### config.mk
export PLATFORM = sky130hd
export DESIGN_NAME = exec_priv_ctrl
export DESIGN_NICKNAME = d
export VERILOG_FILES = /design/src/rtl/epc_pkg.sv /design/src/rtl/epc_mode_tracker.sv /design/src/rtl/epc_guard_regs.sv /design/src/rtl/epc_read_mux.sv /design/src/rtl/exec_priv_ctrl.sv
export SDC_FILE = /design/constraint.sdc
export NUM_CORES = 1
export LEC_CHECK = 0
export ABC_CLOCK_PERIOD_IN_PS = 3300
export BUFFER_PORTS_ARGS = -buffer_cell sky130_fd_sc_hd__buf_2
export CORE_ASPECT_RATIO = 1.4
export CORE_MARGIN = 4
export CORE_UTILIZATION = 40
export DETAILED_ROUTE_END_ITERATION = 16
export PLACE_DENSITY = 0.59
export REMOVE_ABC_BUFFERS = 1
export SYNTH_ARGS = -nofsm -noshare
export SYNTH_HDL_FRONTEND = slang
export SYNTH_HIERARCHICAL = 1
export SYNTH_SLANG_ARGS = --single-unit
### constraint.sdc
create_clock -name clk -period 3.3 [get_ports clk]
set_input_delay 0.33 -clock clk [delete_from_list [all_inputs] [get_ports clk]]
set_output_delay 0.33 -clock clk [all_outputs]
set_load 0.05 [all_outputs]
### src/rtl/epc_pkg.sv
// Package: shared mode encoding and register offsets for the execution
// privilege mode controller. Assumes a word-addressed 8-bit register bus.
package epc_pkg;

    typedef enum logic [1:0] {
        MODE_FW      = 2'd0,
        MODE_APP     = 2'd1,
        MODE_SYSCALL = 2'd2,
        MODE_HASH    = 2'd3
    } priv_mode_e;

    localparam int REG_AW = 8;

    localparam logic [REG_AW-1:0] OFS_STATUS    = 8'h08;
    localparam logic [REG_AW-1:0] OFS_APP_BASE  = 8'h0c;
    localparam logic [REG_AW-1:0] OFS_APP_LEN   = 8'h0d;
    localparam logic [REG_AW-1:0] OFS_HASH_PTR  = 8'h10;
    localparam logic [REG_AW-1:0] OFS_SYS_PTR   = 8'h12;
    localparam logic [REG_AW-1:0] OFS_SECRET0   = 8'h20;
    localparam logic [REG_AW-1:0] OFS_ID0       = 8'h30;
    localparam logic [REG_AW-1:0] OFS_SEED_ADDR = 8'h40;
    localparam logic [REG_AW-1:0] OFS_SEED_DATA = 8'h41;

endpackage

### src/rtl/epc_mode_tracker.sv
// Module: epc_mode_tracker
// Tracks the privilege mode from the instruction fetch stream and holds the
// sticky lock flag that marks the first move out of firmware mode.
// Assumes fetch_addr is meaningful only while fetch_valid is high, and that
// ROM occupies the inclusive range [ROM_BASE, ROM_LAST].
module epc_mode_tracker
    import epc_pkg::*;
#(
    parameter int              ADDR_W   = 32,
    parameter logic [ADDR_W-1:0] ROM_BASE = '0,
    parameter logic [ADDR_W-1:0] ROM_LAST = 32'h0000_1FFF
) (
    input  logic              clk,
    input  logic              rst_n,
    input  logic              fetch_valid,
    input  logic [ADDR_W-1:0] fetch_addr,
    input  logic [ADDR_W-1:0] sys_ptr,
    input  logic [ADDR_W-1:0] hash_ptr,
    output priv_mode_e        mode,
    output logic              locked
);

    localparam logic [ADDR_W-1:0] ROM_SPAN = ROM_LAST - ROM_BASE;

    priv_mode_e        mode_q;
    priv_mode_e        mode_nxt;
    logic              locked_q;
    logic [ADDR_W-1:0] rom_ofs;
    logic              in_rom;
    logic              hit_sys;
    logic              hit_hash;

    // Range test done as one subtraction so a zero base needs no compare.
    always_comb begin
        rom_ofs  = fetch_addr - ROM_BASE;
        in_rom   = (rom_ofs <= ROM_SPAN);
        hit_sys  = in_rom && (fetch_addr == sys_ptr);
        hit_hash = in_rom && (fetch_addr == hash_ptr);
    end

    // Next-mode decision for a qualified fetch.
    always_comb begin
        mode_nxt = mode_q;
        if (fetch_valid) begin
            unique case (mode_q)
                MODE_FW: begin
                    if (!in_rom) mode_nxt = MODE_APP;
                end
                MODE_APP: begin
                    if (hit_sys)       mode_nxt = MODE_SYSCALL;  // priority
                    else if (hit_hash) mode_nxt = MODE_HASH;
                end
                MODE_SYSCALL, MODE_HASH: begin
                    if (!in_rom) mode_nxt = MODE_APP;
                end
                default: mode_nxt = MODE_APP;
            endcase
        end
    end

    // Mode register; reset lands in firmware mode.
    always_ff @(posedge clk) begin
        if (!rst_n) mode_q <= MODE_FW;
        else        mode_q <= mode_nxt;
    end

    // Sticky lock: set on the first departure from firmware mode.
    always_ff @(posedge clk) begin
        if (!rst_n)                     locked_q <= 1'b0;
        else if (mode_nxt != MODE_FW)   locked_q <= 1'b1;
    end

    assign mode   = mode_q;
    assign locked = locked_q;

endmodule

### src/rtl/epc_guard_regs.sv
// Module: epc_guard_regs
// Holds the one-time-writable registers: app start and length, the two entry
// pointers, the secret words and the two RAM scramble seeds. Writes land only
// while wr_allow is high. Assumes the caller drives wr_allow low for good once
// the lock flag is set.
module epc_guard_regs
    import epc_pkg::*;
#(
    parameter int                DATA_W       = 32,
    parameter int                SECRET_WORDS = 8,
    parameter logic [DATA_W-1:0] ILLEGAL_PTR  = 32'hFFFF_FFFF
) (
    input  logic                                 clk,
    input  logic                                 rst_n,
    input  logic                                 wr_en,
    input  logic                                 wr_allow,
    input  logic [REG_AW-1:0]                    wr_addr,
    input  logic [DATA_W-1:0]                    wr_data,
    output logic [DATA_W-1:0]                    app_base,
    output logic [DATA_W-1:0]                    app_len,
    output logic [DATA_W-1:0]                    hash_ptr,
    output logic [DATA_W-1:0]                    sys_ptr,
    output logic [SECRET_WORDS-1:0][DATA_W-1:0]  secret,
    output logic [DATA_W-1:0]                    seed_addr,
    output logic [DATA_W-1:0]                    seed_data
);

    logic wr_ok;

    // A write is accepted only while the lock is clear.
    assign wr_ok = wr_en && wr_allow;

    // App start and length words.
    always_ff @(posedge clk) begin
        if (!rst_n) begin
            app_base <= '0;
            app_len  <= '0;
        end else if (wr_ok) begin
            if (wr_addr == OFS_APP_BASE) app_base <= wr_data;
            if (wr_addr == OFS_APP_LEN)  app_len  <= wr_data;
        end
    end

    // Entry pointers; reset to the illegal value.
    always_ff @(posedge clk) begin
        if (!rst_n) begin
            hash_ptr <= ILLEGAL_PTR;
            sys_ptr  <= ILLEGAL_PTR;
        end else if (wr_ok) begin
            if (wr_addr == OFS_HASH_PTR) hash_ptr <= wr_data;
            if (wr_addr == OFS_SYS_PTR)  sys_ptr  <= wr_data;
        end
    end

    // Scramble seeds, driven straight out to the RAM scrambler.
    always_ff @(posedge clk) begin
        if (!rst_n) begin
            seed_addr <= '0;
            seed_data <= '0;
        end else if (wr_ok) begin
            if (wr_addr == OFS_SEED_ADDR) seed_addr <= wr_data;
            if (wr_addr == OFS_SEED_DATA) seed_data <= wr_data;
        end
    end

    // One register per secret word at consecutive offsets.
    for (genvar g = 0; g < SECRET_WORDS; g++) begin : g_secret
        localparam logic [REG_AW-1:0] OFS = REG_AW'(int'(OFS_SECRET0) + g);
        // Capture secret word g.
        always_ff @(posedge clk) begin
            if (!rst_n)                       secret[g] <= '0;
            else if (wr_ok && wr_addr == OFS) secret[g] <= wr_data;
        end
    end

endmodule

### src/rtl/epc_read_mux.sv
// Module: epc_read_mux
// Combinational read path. Returns zero for write-only seeds, unmapped
// offsets, and identity words once the lock is set. Assumes the identity
// words are fixed at build time through ID_INIT, word 0 in the low bits.
module epc_read_mux
    import epc_pkg::*;
#(
    parameter int                          DATA_W       = 32,
    parameter int                          SECRET_WORDS = 8,
    parameter int                          ID_WORDS     = 2,
    parameter logic [ID_WORDS*DATA_W-1:0]  ID_INIT      = 64'h0
) (
    input  logic [REG_AW-1:0]                   rd_addr,
    input  logic                                locked,
    input  logic [DATA_W-1:0]                   app_base,
    input  logic [DATA_W-1:0]                   app_len,
    input  logic [DATA_W-1:0]                   hash_ptr,
    input  logic [DATA_W-1:0]                   sys_ptr,
    input  logic [SECRET_WORDS-1:0][DATA_W-1:0] secret,
    output logic [DATA_W-1:0]                   rd_data
);

    // Select the addressed word; anything not matched stays zero.
    always_comb begin
        rd_data = '0;
        case (rd_addr)
            OFS_STATUS:   rd_data = {{(DATA_W-1){1'b0}}, locked};
            OFS_APP_BASE: rd_data = app_base;
            OFS_APP_LEN:  rd_data = app_len;
            OFS_HASH_PTR: rd_data = hash_ptr;
            OFS_SYS_PTR:  rd_data = sys_ptr;
            default:      rd_data = '0;
        endcase
        for (int i = 0; i < SECRET_WORDS; i++) begin
            if (rd_addr == REG_AW'(int'(OFS_SECRET0) + i)) rd_data = secret[i];
        end
        for (int j = 0; j < ID_WORDS; j++) begin
            // Identity hidden once locked.
            if (!locked && rd_addr == REG_AW'(int'(OFS_ID0) + j))
                rd_data = ID_INIT[j*DATA_W +: DATA_W];
        end
    end

endmodule

### src/rtl/exec_priv_ctrl.sv
// Module: exec_priv_ctrl (top)
// Derives memory and register privileges from the instruction fetch stream.
// It combines the mode tracker, the one-time-writable register file and the
// read mux. Assumes a single-cycle register bus with combinational read data.
module exec_priv_ctrl
    import epc_pkg::*;
#(
    parameter int                         ADDR_W       = 32,
    parameter int                         DATA_W       = 32,
    parameter int                         SECRET_WORDS = 8,
    parameter int                         ID_WORDS     = 2,
    parameter logic [ADDR_W-1:0]          ROM_BASE     = '0,
    parameter logic [ADDR_W-1:0]          ROM_LAST     = 32'h0000_1FFF,
    parameter logic [DATA_W-1:0]          ILLEGAL_PTR  = 32'hFFFF_FFFF,
    parameter logic [ID_WORDS*DATA_W-1:0] ID_INIT      = 64'hC0DE_7A11_5EED_0001
) (
    input  logic              clk,
    input  logic              rst_n,
    input  logic              fetch_valid,
    input  logic [ADDR_W-1:0] fetch_addr,
    input  logic [REG_AW-1:0] reg_addr,
    input  logic              reg_we,
    input  logic [DATA_W-1:0] reg_wdata,
    output logic [DATA_W-1:0] reg_rdata,
    output logic              rom_exec_en,
    output logic              fwram_en,
    output logic              spi_en,
    output logic              prot_wr_en,
    output logic [DATA_W-1:0] ram_addr_seed,
    output logic [DATA_W-1:0] ram_data_seed
);

    priv_mode_e                          mode;
    logic                                locked;
    logic [DATA_W-1:0]                   app_base;
    logic [DATA_W-1:0]                   app_len;
    logic [DATA_W-1:0]                   hash_ptr;
    logic [DATA_W-1:0]                   sys_ptr;
    logic [SECRET_WORDS-1:0][DATA_W-1:0] secret;

    epc_mode_tracker #(
        .ADDR_W   (ADDR_W),
        .ROM_BASE (ROM_BASE),
        .ROM_LAST (ROM_LAST)
    ) u_mode (
        .clk         (clk),
        .rst_n       (rst_n),
        .fetch_valid (fetch_valid),
        .fetch_addr  (fetch_addr),
        .sys_ptr     (ADDR_W'(sys_ptr)),
        .hash_ptr    (ADDR_W'(hash_ptr)),
        .mode        (mode),
        .locked      (locked)
    );

    epc_guard_regs #(
        .DATA_W       (DATA_W),
        .SECRET_WORDS (SECRET_WORDS),
        .ILLEGAL_PTR  (ILLEGAL_PTR)
    ) u_regs (
        .clk       (clk),
        .rst_n     (rst_n),
        .wr_en     (reg_we),
        .wr_allow  (!locked),
        .wr_addr   (reg_addr),
        .wr_data   (reg_wdata),
        .app_base  (app_base),
        .app_len   (app_len),
        .hash_ptr  (hash_ptr),
        .sys_ptr   (sys_ptr),
        .secret    (secret),
        .seed_addr (ram_addr_seed),
        .seed_data (ram_data_seed)
    );

    epc_read_mux #(
        .DATA_W       (DATA_W),
        .SECRET_WORDS (SECRET_WORDS),
        .ID_WORDS     (ID_WORDS),
        .ID_INIT      (ID_INIT)
    ) u_rd (
        .rd_addr  (reg_addr),
        .locked   (locked),
        .app_base (app_base),
        .app_len  (app_len),
        .hash_ptr (hash_ptr),
        .sys_ptr  (sys_ptr),
        .secret   (secret),
        .rd_data  (reg_rdata)
    );

    // Privilege decode from the registered mode.
    always_comb begin
        rom_exec_en = 1'b0;
        fwram_en    = 1'b0;
        spi_en      = 1'b0;
        prot_wr_en  = 1'b0;
        unique case (mode)
            MODE_FW: begin
                rom_exec_en = 1'b1;
                fwram_en    = 1'b1;
                spi_en      = 1'b1;
                prot_wr_en  = 1'b1;
            end
            MODE_SYSCALL: begin
                rom_exec_en = 1'b1;
                fwram_en    = 1'b1;
                spi_en      = 1'b1;
            end
            MODE_HASH: rom_exec_en = 1'b1;
            default: ;
        endcase
    end

endmodule

# ---- After elaboration in Yosys (flattened, before gate mapping)
# Index checks and enable logic that the tools add are counted.
dict set report totals {
  elab_cells 82
  ff_bits 451
}
dict set report classes {
  n_mux 19
  reduce_logical 24
  eq_ne 22
  n_lt_le_gt_ge 1
}
# cell n
set op_table {}
lappend op_table {{$mux 32} 10}
lappend op_table {{$pmux 32 s5} 1}
lappend op_table {{$eq 8x6->1 const B} 10}
lappend op_table {{$eq 32x32->1} 2}
lappend op_table {{$le 32x13->1 const B} 1}
lappend op_table {{$eq 8x4->1 const B} 3}
lappend op_table {{$eq 8x5->1 const B} 2}
lappend op_table {{$eq 8x7->1 const B} 2}
lappend op_table {{$logic_and 1x1->1} 13}
lappend op_table {{$reduce_and 2->1} 6}
lappend op_table {{$mux 2} 4}
lappend op_table {{$eq 2x2->1 const B} 2}
lappend op_table {{$pmux 2 s2} 1}
lappend op_table {{$mux 1} 3}
lappend op_table {{$reduce_or 3->1} 1}
lappend op_table {{$eq 2x1->1 const B} 1}
lappend op_table {{$logic_not 2->1} 1}
lappend op_table {{$reduce_bool 2->1} 1}
lappend op_table {{$reduce_or 2->1} 1}
lappend op_table {{$logic_not 1->1} 1}

# ---- Logic depth before layout (Yosys ltp)
# Gate-level depths: netlist of the first run.
dict set report logic_depth {
  ltp_word 12
  depth_mapped 10
}

# ---- Hierarchy
# Netlist of the first run, hierarchy kept.
# mod cells_per_inst area_each_um2 instances
set by_module_without_submodules {}
lappend by_module_without_submodules {epc_guard_regs 1572 16434.5 1}
lappend by_module_without_submodules {epc_read_mux 608 3841.2 1}
lappend by_module_without_submodules {epc_mode_tracker 105 879.6 1}
lappend by_module_without_submodules {exec_priv_ctrl 5 25.0 1}

# ---- Worst setup path before layout of the first run
# OpenSTA, ideal clock, no wires.
dict set report synth_path {
  path_kind {input -> output}
  from {input port reg_addr[3]}
  to {output port reg_rdata[8]}
  cell_stages 8
  arrival_time_ns 2.987
  setup_slack_ns -0.017
  path_cell_list {buf_2 or2_2 buf_2 nor3_1 a22oi_1 o22ai_1 a21oi_1 a221oi_1}
}
dict set report synth_via {
  elab_chain_cells 12
  word_cells_on_any_way 28
  cone_classes {eq/ne (15); mux (11); reduce/logical (2)}
}
# item line
set synth_rtl {}
lappend synth_rtl {{from (decl)} exec_priv_ctrl.sv:21} ;# input logic [REG_AW-1:0] reg_addr,
lappend synth_rtl {{$eq 8x5->1 / $eq 8x4->1 (equally long branches)} epc_read_mux.sv:26} ;# case (rd_addr)
lappend synth_rtl {{$pmux 32 s5} epc_read_mux.sv:26}
lappend synth_rtl {{$mux 32 (8 in series)} epc_read_mux.sv:35} ;# if (rd_addr == REG_AW'(int'(OFS_SECRET0) + i)) rd_data = secret[i];
lappend synth_rtl {{$mux 32} epc_read_mux.sv:39} ;# if (!locked && rd_addr == REG_AW'(int'(OFS_ID0) + j))
lappend synth_rtl {{$mux 32 *} epc_read_mux.sv:39}
lappend synth_rtl {{to (decl)} exec_priv_ctrl.sv:24} ;# output logic [DATA_W-1:0] reg_rdata,
# Every way passes the cells marked *; elsewhere a longest branch is shown, timed or not.

# ---- Worst setup path after layout of the first run
dict set report layout_path {
  from {register u_mode.locked_q, in the netlist u_mode/locked}
  to {output port reg_rdata[14]}
}
dict set report layout_via {
  elab_chain_cells 4
  word_cells_on_any_way 5
  cone_classes {mux (2); reduce/logical (3)}
}
# item line
set layout_rtl {}
lappend layout_rtl {{from (decl)} epc_mode_tracker.sv:27} ;# logic locked_q;
lappend layout_rtl {{from (signal assigned)} epc_mode_tracker.sv:69} ;# if (!rst_n) locked_q <= 1'b0;
lappend layout_rtl {{from (signal assigned)} epc_mode_tracker.sv:70} ;# else if (mode_nxt != MODE_FW) locked_q <= 1'b1;
lappend layout_rtl {{$logic_not 1->1 *} epc_read_mux.sv:39}
lappend layout_rtl {{$logic_and 1x1->1} epc_read_mux.sv:39}
lappend layout_rtl {{$mux 32} epc_read_mux.sv:39}
lappend layout_rtl {{$mux 32 *} epc_read_mux.sv:39}
# Marks and branches as above.

==> flow_summary.yaml, run 1 <==
synthesis:
  synth.avg_cell_area_um2: 9.25
  ys_seq_elements: 451
  synthArstFlopShare: 0
  yosys_warnings: 6
  netlist_instances: 2290
  synth_ff_type: "dfxtp_1"
  synth_edf_count: 0
  synth_area_um2: 21200
  synth_cell_type_count: 72
  seq_area_frac_synth: 0.426
die:
  die_area_um2: 56700
  die_h_um: 280
  num_rows: 99
  die_width_um: 202
  ios: 176
  start_util: 0.405
  coreArea_um2: 52300
clock_network:
  path_clk_slew_ns: 0.07
  cts_tree: "done"
  cts-buffers-inserted: 47
  cts_sinks: 451
  cts.repair.resized: 0
  root_buffer: "clkbuf_16"
  cts_hold_buf: 0
  clock_latency_ns: 0.57
  cts_setup_buffers: 0
  htreeDepth: 2
  clk_path_buf_depth: 3
power:
  clkPwrFrac: 0.460
  p_leak_nw: 11.4
  p_switching_mw: 2.80
  seqPwrFrac: 0.473
  p_comb_frac: 0.067
  netSwitchingFraction: 0.243
  total_power_mw: 11.5
  vdd_drop_max_uv: 313
  internal_power_mw: 8.73
  power_density_nw_per_um2: 463
critical_path:
  r2r_cells: 5
  crit_path_start_kind: "flip-flop"
  worst_path_max_delay_cell: "or4_1"
  criticalPathCategory: "reg2out"
  arrival_ns: 2.91
  endpoint_kind: "output pin"
  cp_cell_sequence: "nand3b_1 > or4_1 > nor2_1 > o22ai_1 > o211ai_1 > buf_4 > buf_12"
  crit_buf_inv: 2
  slowest_delay_ns: 0.60
  cp_max_fo: 5
  path_depth: 7
  cp_top_family: "simple AND/OR/NAND/NOR gates"
  critical_path_required_ns: 2.97
routing:
  ant_nets: 0
  finalWirelength_um: 73300
  dr.pass1.iters: 6
  wl_per_cell_um: 23.2
  num_vias: 17752
  drc: 0
  drtIter0Drc: 1504
  avgViaCountPerCell: 5.61
grt:
  grt_overflow: 0
  grt_pass1_vias: 17370
  grt_max_degree: 81
  grt_pass1_wl_um: 108000
  grtUsageTotal: 0.246
  antenna_found_initial: 11
placement:
  port_buffers: 175
  dp.cells: 3078
  postPlaceCellArea_um2: 23400
  hpwl_um: 50800
  gp_congestion: 0.950
timing:
  worstMarginPinSlew_ns: 0.694
  finalCritPeriodShare: 0.981
  hold_viol_final: 0
  rsz0062_at_grt: "no"
  period_needed_ns: 3.24
  skew_ns: 0.0158
  slew_headroom: 0.537
  finalSetupViolations: 0
  holdWs_ns: 0.0596
  fin_setup_tns_ns: 0
  slew_violations: 0
  fmax_mhz: 309
finish:
  drive_gt1_frac: 0.159
  fin_cells: 3166
  design_area_um2: 24900
  synthToLayoutAreaGrowth_pct: 17.6
  nets: 2496
  nFillCells: 5017
min_path:
  min_path_type: "in2reg"
  min_path_cells: 3
run:
  maxCapViolations: 0
outcome:
  outcome: "complete, no violations"
cells by family (layout without fill, tap and decap cells):
kind of cell,Yosys count,in the layout,share of synthesized area
and+or+nand+nor,735,735,0.160
buffers and inverters,212,375,0.0436
other,0,6,0
muxes,537,537,0.256
AOI/OAI and AO/OA,291,291,0.0881
xor gates and xnor gates,64,64,0.0265
DFF,451,451,0.426
layout by cell type, fill, tap and decap left out, types with 7 or more instances in the layout:
master     instances
dfxtp_1          451
nand2_1          461
mux2_2            13
inv_1             17
clkbuf_16         49
nand4_1           16
a221oi_1           9
clkinv_2           8
a22oi_1           29
buf_12            33
clkbuf_8           8
xor2_1            32
buf_4             91
o22ai_1           30
nand3_1           10
clkbuf_1          10
nor4_1            13
nor2b_1          108
o22a_1             7
a21oi_1           72
buf_2            150
xnor2_1           32
o21ai_0           79
mux2i_1          522
nor2_1            61
flip-flops by register name (all words and copies together) (netlist names):
name	count
u_regs/app_len	32
u_regs/secret	256
u_mode/mode	2
u_regs/sys_ptr	32
u_regs/app_base	32
u_regs/hash_ptr	32
u_regs/seed_addr	32
u_regs/seed_data	32
u_mode/locked	1
routing by layer:
layer / track usage / vias to the layer above / wire, µm
li1: - / 8202 / -
met2: 0.408 / 648 / 34100
met1: 0.315 / 8698 / 31000
met3: 0.0452 / 200 / 4720
met4: 0.102 / 4 / 3490
met5: 0 / - / 39
power groups by stage:
stage	logic, mW	clock network, mW	registers, mW
final	0.770	5.31	5.46
after global routing	0.811	5.61	5.45
after CTS	0.763	5.41	5.45
after detailed placement	0.759	0	5.58
after global placement	0.754	0	5.58
after floorplan	0.291	0	5.58
cell usage after synthesis (all sizes together), types with 6 or more instances:
master	instances	area share
and3	6	0.0018
o22ai	30	0.0089
inv	17	0.0030
o21ai	80	0.019
a22o	6	0.0025
a22oi	29	0.010
and2	6	0.0018
nand4	16	0.0047
a21oi	72	0.017
nand3	16	0.0038
o41ai	8	0.0040
o211ai	6	0.0021
nor3	8	0.0024
xor2	32	0.013
mux2	13	0.0069
xnor2	32	0.013
o22a	7	0.0029
nor4	17	0.0063
clkbuf	120	0.021
buf	75	0.019
mux2i	522	0.25
nor2	61	0.011
nor4b	6	0.0028
nor2b	108	0.032
dfxtp	451	0.43
a221oi	10	0.0044
nand2	463	0.082
final cells by class:
| class | count | area (µm²) | share of cell area |
|---|---|---|---|
| clock buffer | 67 | 1370 | 0.0551 |
| multi-input combinational | 1627 | 11300 | 0.453 |
| inverter | 17 | 63.8 | 0.00256 |
| tap | 707 | 885 | 0.0355 |
| clock inverter | 15 | 139 | 0.00558 |
| timing repair buffer | 276 | 2120 | 0.0851 |
| sequential | 451 | 9030 | 0.362 |
| antenna | 6 | 15.0 | 0.000603 |
path summary, 6_finish.rpt:
check | from | endpoint | slack, ns
max | u_mode/locked | reg_rdata[14] | 0.06
min | reg_wdata[4] | u_regs/sys_ptr[4] | 0.06
max reg2reg | u_mode/locked | u_regs/sys_ptr[16] | 1.12
min reg2reg | u_regs/secret[139] | u_regs/secret[139] | 0.45
per-stage QoR:
| step | utilization | setup WS (ns) |
|---|---|---|
| 4_1_cts | 0.476 | 0.131 |
| 3_5_place_dp | 0.447 | 0.137 |
| 5_1_grt | 0.476 | 0.0458 |
| 6_report | 0.477 | 0.0619 |
| 2_1_floorplan | - | -0.961 |
| 3_3_place_gp | 0.447 | 0.158 |
worst min-delay path: stages:
cell,delay (ns)
buf_2,0.09
nor2b_1,0.06
mux2i_1,0.11
Note: power is estimated with default switching activity, not from simulation.
==> inputs of run 2 (changes only) <==
--- a/config.mk
+++ b/config.mk
@@ -7,12 +7,11 @@
 export LEC_CHECK = 0
 export ABC_CLOCK_PERIOD_IN_PS = 3300
 export BUFFER_PORTS_ARGS = -buffer_cell sky130_fd_sc_hd__buf_2
-export CORE_ASPECT_RATIO = 1.4
+export CORE_ASPECT_RATIO = 0.75
 export CORE_MARGIN = 4
 export CORE_UTILIZATION = 40
 export DETAILED_ROUTE_END_ITERATION = 16
 export PLACE_DENSITY = 0.59
-export REMOVE_ABC_BUFFERS = 1
 export SYNTH_ARGS = -nofsm -noshare
 export SYNTH_HDL_FRONTEND = slang
 export SYNTH_HIERARCHICAL = 1
==> run 2 against run 1 <==
Die area is essentially flat. Non-clock buffer count is 14 lower. Via count is 0.15% lower. Worst hold slack lost 0.024 ns. Register-to-register slack got worse by 0.05 ns. Highest routed layer is now met4.
==> flow_summary.yaml, run 2 (synthesis results as in run 1) <==
clock_network:
  cts_tree: "done"
  cts.repair.resized: 0
  cts-buffers-inserted: 47
  cts_sinks: 451
  path_clk_slew_ns: 0.06
  clk_path_buf_depth: 3
  htreeDepth: 2
  root_buffer: "clkbuf_16"
  clock_latency_ns: 0.60
timing:
  slew_violations: 0
  skew_ns: 0.0226
  finalSetupViolations: 0
  finalCritPeriodShare: 0.959
  setup_ws_ns: 0.134
  fmax_mhz: 316
  period_needed_ns: 3.17
  slew_headroom: 0.411
  fin_setup_tns_ns: 0
  rsz0062_at_grt: "no"
  worstMarginPinSlew_ns: 0.882
  hold_viol_final: 0
grt:
  grtUsageTotal: 0.248
  antenna_found_initial: 0
  grt_pass1_vias: 17675
  grt_max_degree: 140
  grt_overflow: 0
  grt_pass1_wl_um: 109000
finish:
  drive_gt1_frac: 0.156
  layout_commonest_cell: "mux2i_1"
  largest_register_ffs: 256
  seq_area_um2: 9030
  multiInputGateArea_um2: 11300
  layout_common_cells: "mux2i_1, nand2_1, dfxtp_1, buf_2, nor2b_1"
  nFillCells: 4892
  diodes: 0
  nets: 2482
  regMostFlops: "u_regs/secret"
  synthToLayoutAreaGrowth_pct: 17.6
routing:
  finalWirelength_um: 72900
  avgViaCountPerCell: 5.63
  wl_per_cell_um: 23.2
  num_vias: 17726
  drtIter0Drc: 1623
  drc: 0
  dr.pass1.iters: 6
  ant_nets: 0
power:
  vdd_drop_max_uv: 355
  power_density_nw_per_um2: 471
  p_leak_nw: 11.4
synthesis:
  synth_nets: 2366
placement:
  port_buffers: 175
  hpwl_um: 51200
  gp_congestion: 0.929
  place_ws_ns: 0.215
die:
  die_width_um: 274
  die_area_um2: 56700
  num_rows: 72
  start_util: 0.407
  die_h_um: 207
  ios: 176
  coreArea_um2: 52000
critical_path:
  endpoint_kind: "output pin"
  arrival_ns: 2.84
  cp_max_fo: 19
  critical_path_required_ns: 2.97
  rrSetupSlack_ns: 1.07
  crit_path_start_kind: "primary input"
  criticalPathCategory: "in2out"
outcome:
  outcome: "complete, no violations"
min_path:
  min_path_type: "in2reg"
run:
  maxCapViolations: 0
## run 2: changes by cell type in the layout (fill, tap and decap cells not counted), moves of 3 or more
cell | previous run | this run
buf_12 | 33 | 36
buf_2 | 150 | 146
buf_4 | 91 | 78
clkbuf_8 | 8 | 11
diode_2 | 6 | 0
inv_6 | 1 | 4
## run 2: layer usage
layer / track usage / vias up / wire, µm
li1: - / 8160 / -
met1: 0.338 / 8701 / 32000
met2: 0.387 / 706 / 32700
met3: 0.0534 / 159 / 5500
met4: 0.0943 / 0 / 2710
met5: 0 / - / 0
## run 2: final cells by class
class,instances,share of cell area
clock inverter,17,0.00824
multi-input combinational,1627,0.454
tap,703,0.0353
sequential,451,0.363
timing repair buffer,262,0.0828
clock buffer,69,0.0550
inverter,17,0.00256
## run 2: worst paths after layout
check | start | end | cells after the start
min reg2reg | u_regs/secret[226] | u_regs/secret[226] | 2
max | reg_addr[7] | reg_rdata[5] | 10
min | reg_wdata[29] | u_regs/sys_ptr[29] | 3
max reg2reg | u_mode/locked | u_regs/sys_ptr[2] | 5
## run 2: power breakdown
group / internal [mW] / total [mW] / switching (mW)
Sequential: 5.45 / 5.46 / 0.00602
Combinational: 0.235 / 0.787 / 0.553
Clock: 3.20 / 5.48 / 2.28
## run 2: what timing repair did
action                    4_1_cts  5_1_grt
hold buffers                    1        0
hold endpoints to repair        1        0
buffers inserted                0        0
## run 2: worst max-delay path, cell delays in order
cell and delay (ns):
buf_2 0.18, or4b_1 0.74, nor2_1 0.20, buf_4 0.31
nand2_1 0.28, o21ai_0 0.24, a211oi_1 0.07, a21oi_1 0.16
buf_4 0.17, buf_12 0.14
## run 2: per-stage QoR
stage	hold WS, ns	area, µm²	power, mW	instances	util
6_report	0.0359	24900	11.7	3146	0.479
5_1_grt	0.0466	24900	12.1	3146	0.479
4_1_cts	0.00962	24900	11.8	3146	0.479
3_5_place_dp	0.445	23300	6.35	3059	0.449
3_3_place_gp	0.439	23300	6.34	3059	0.449
2_1_floorplan	0.430	21200	6.01	2290	-
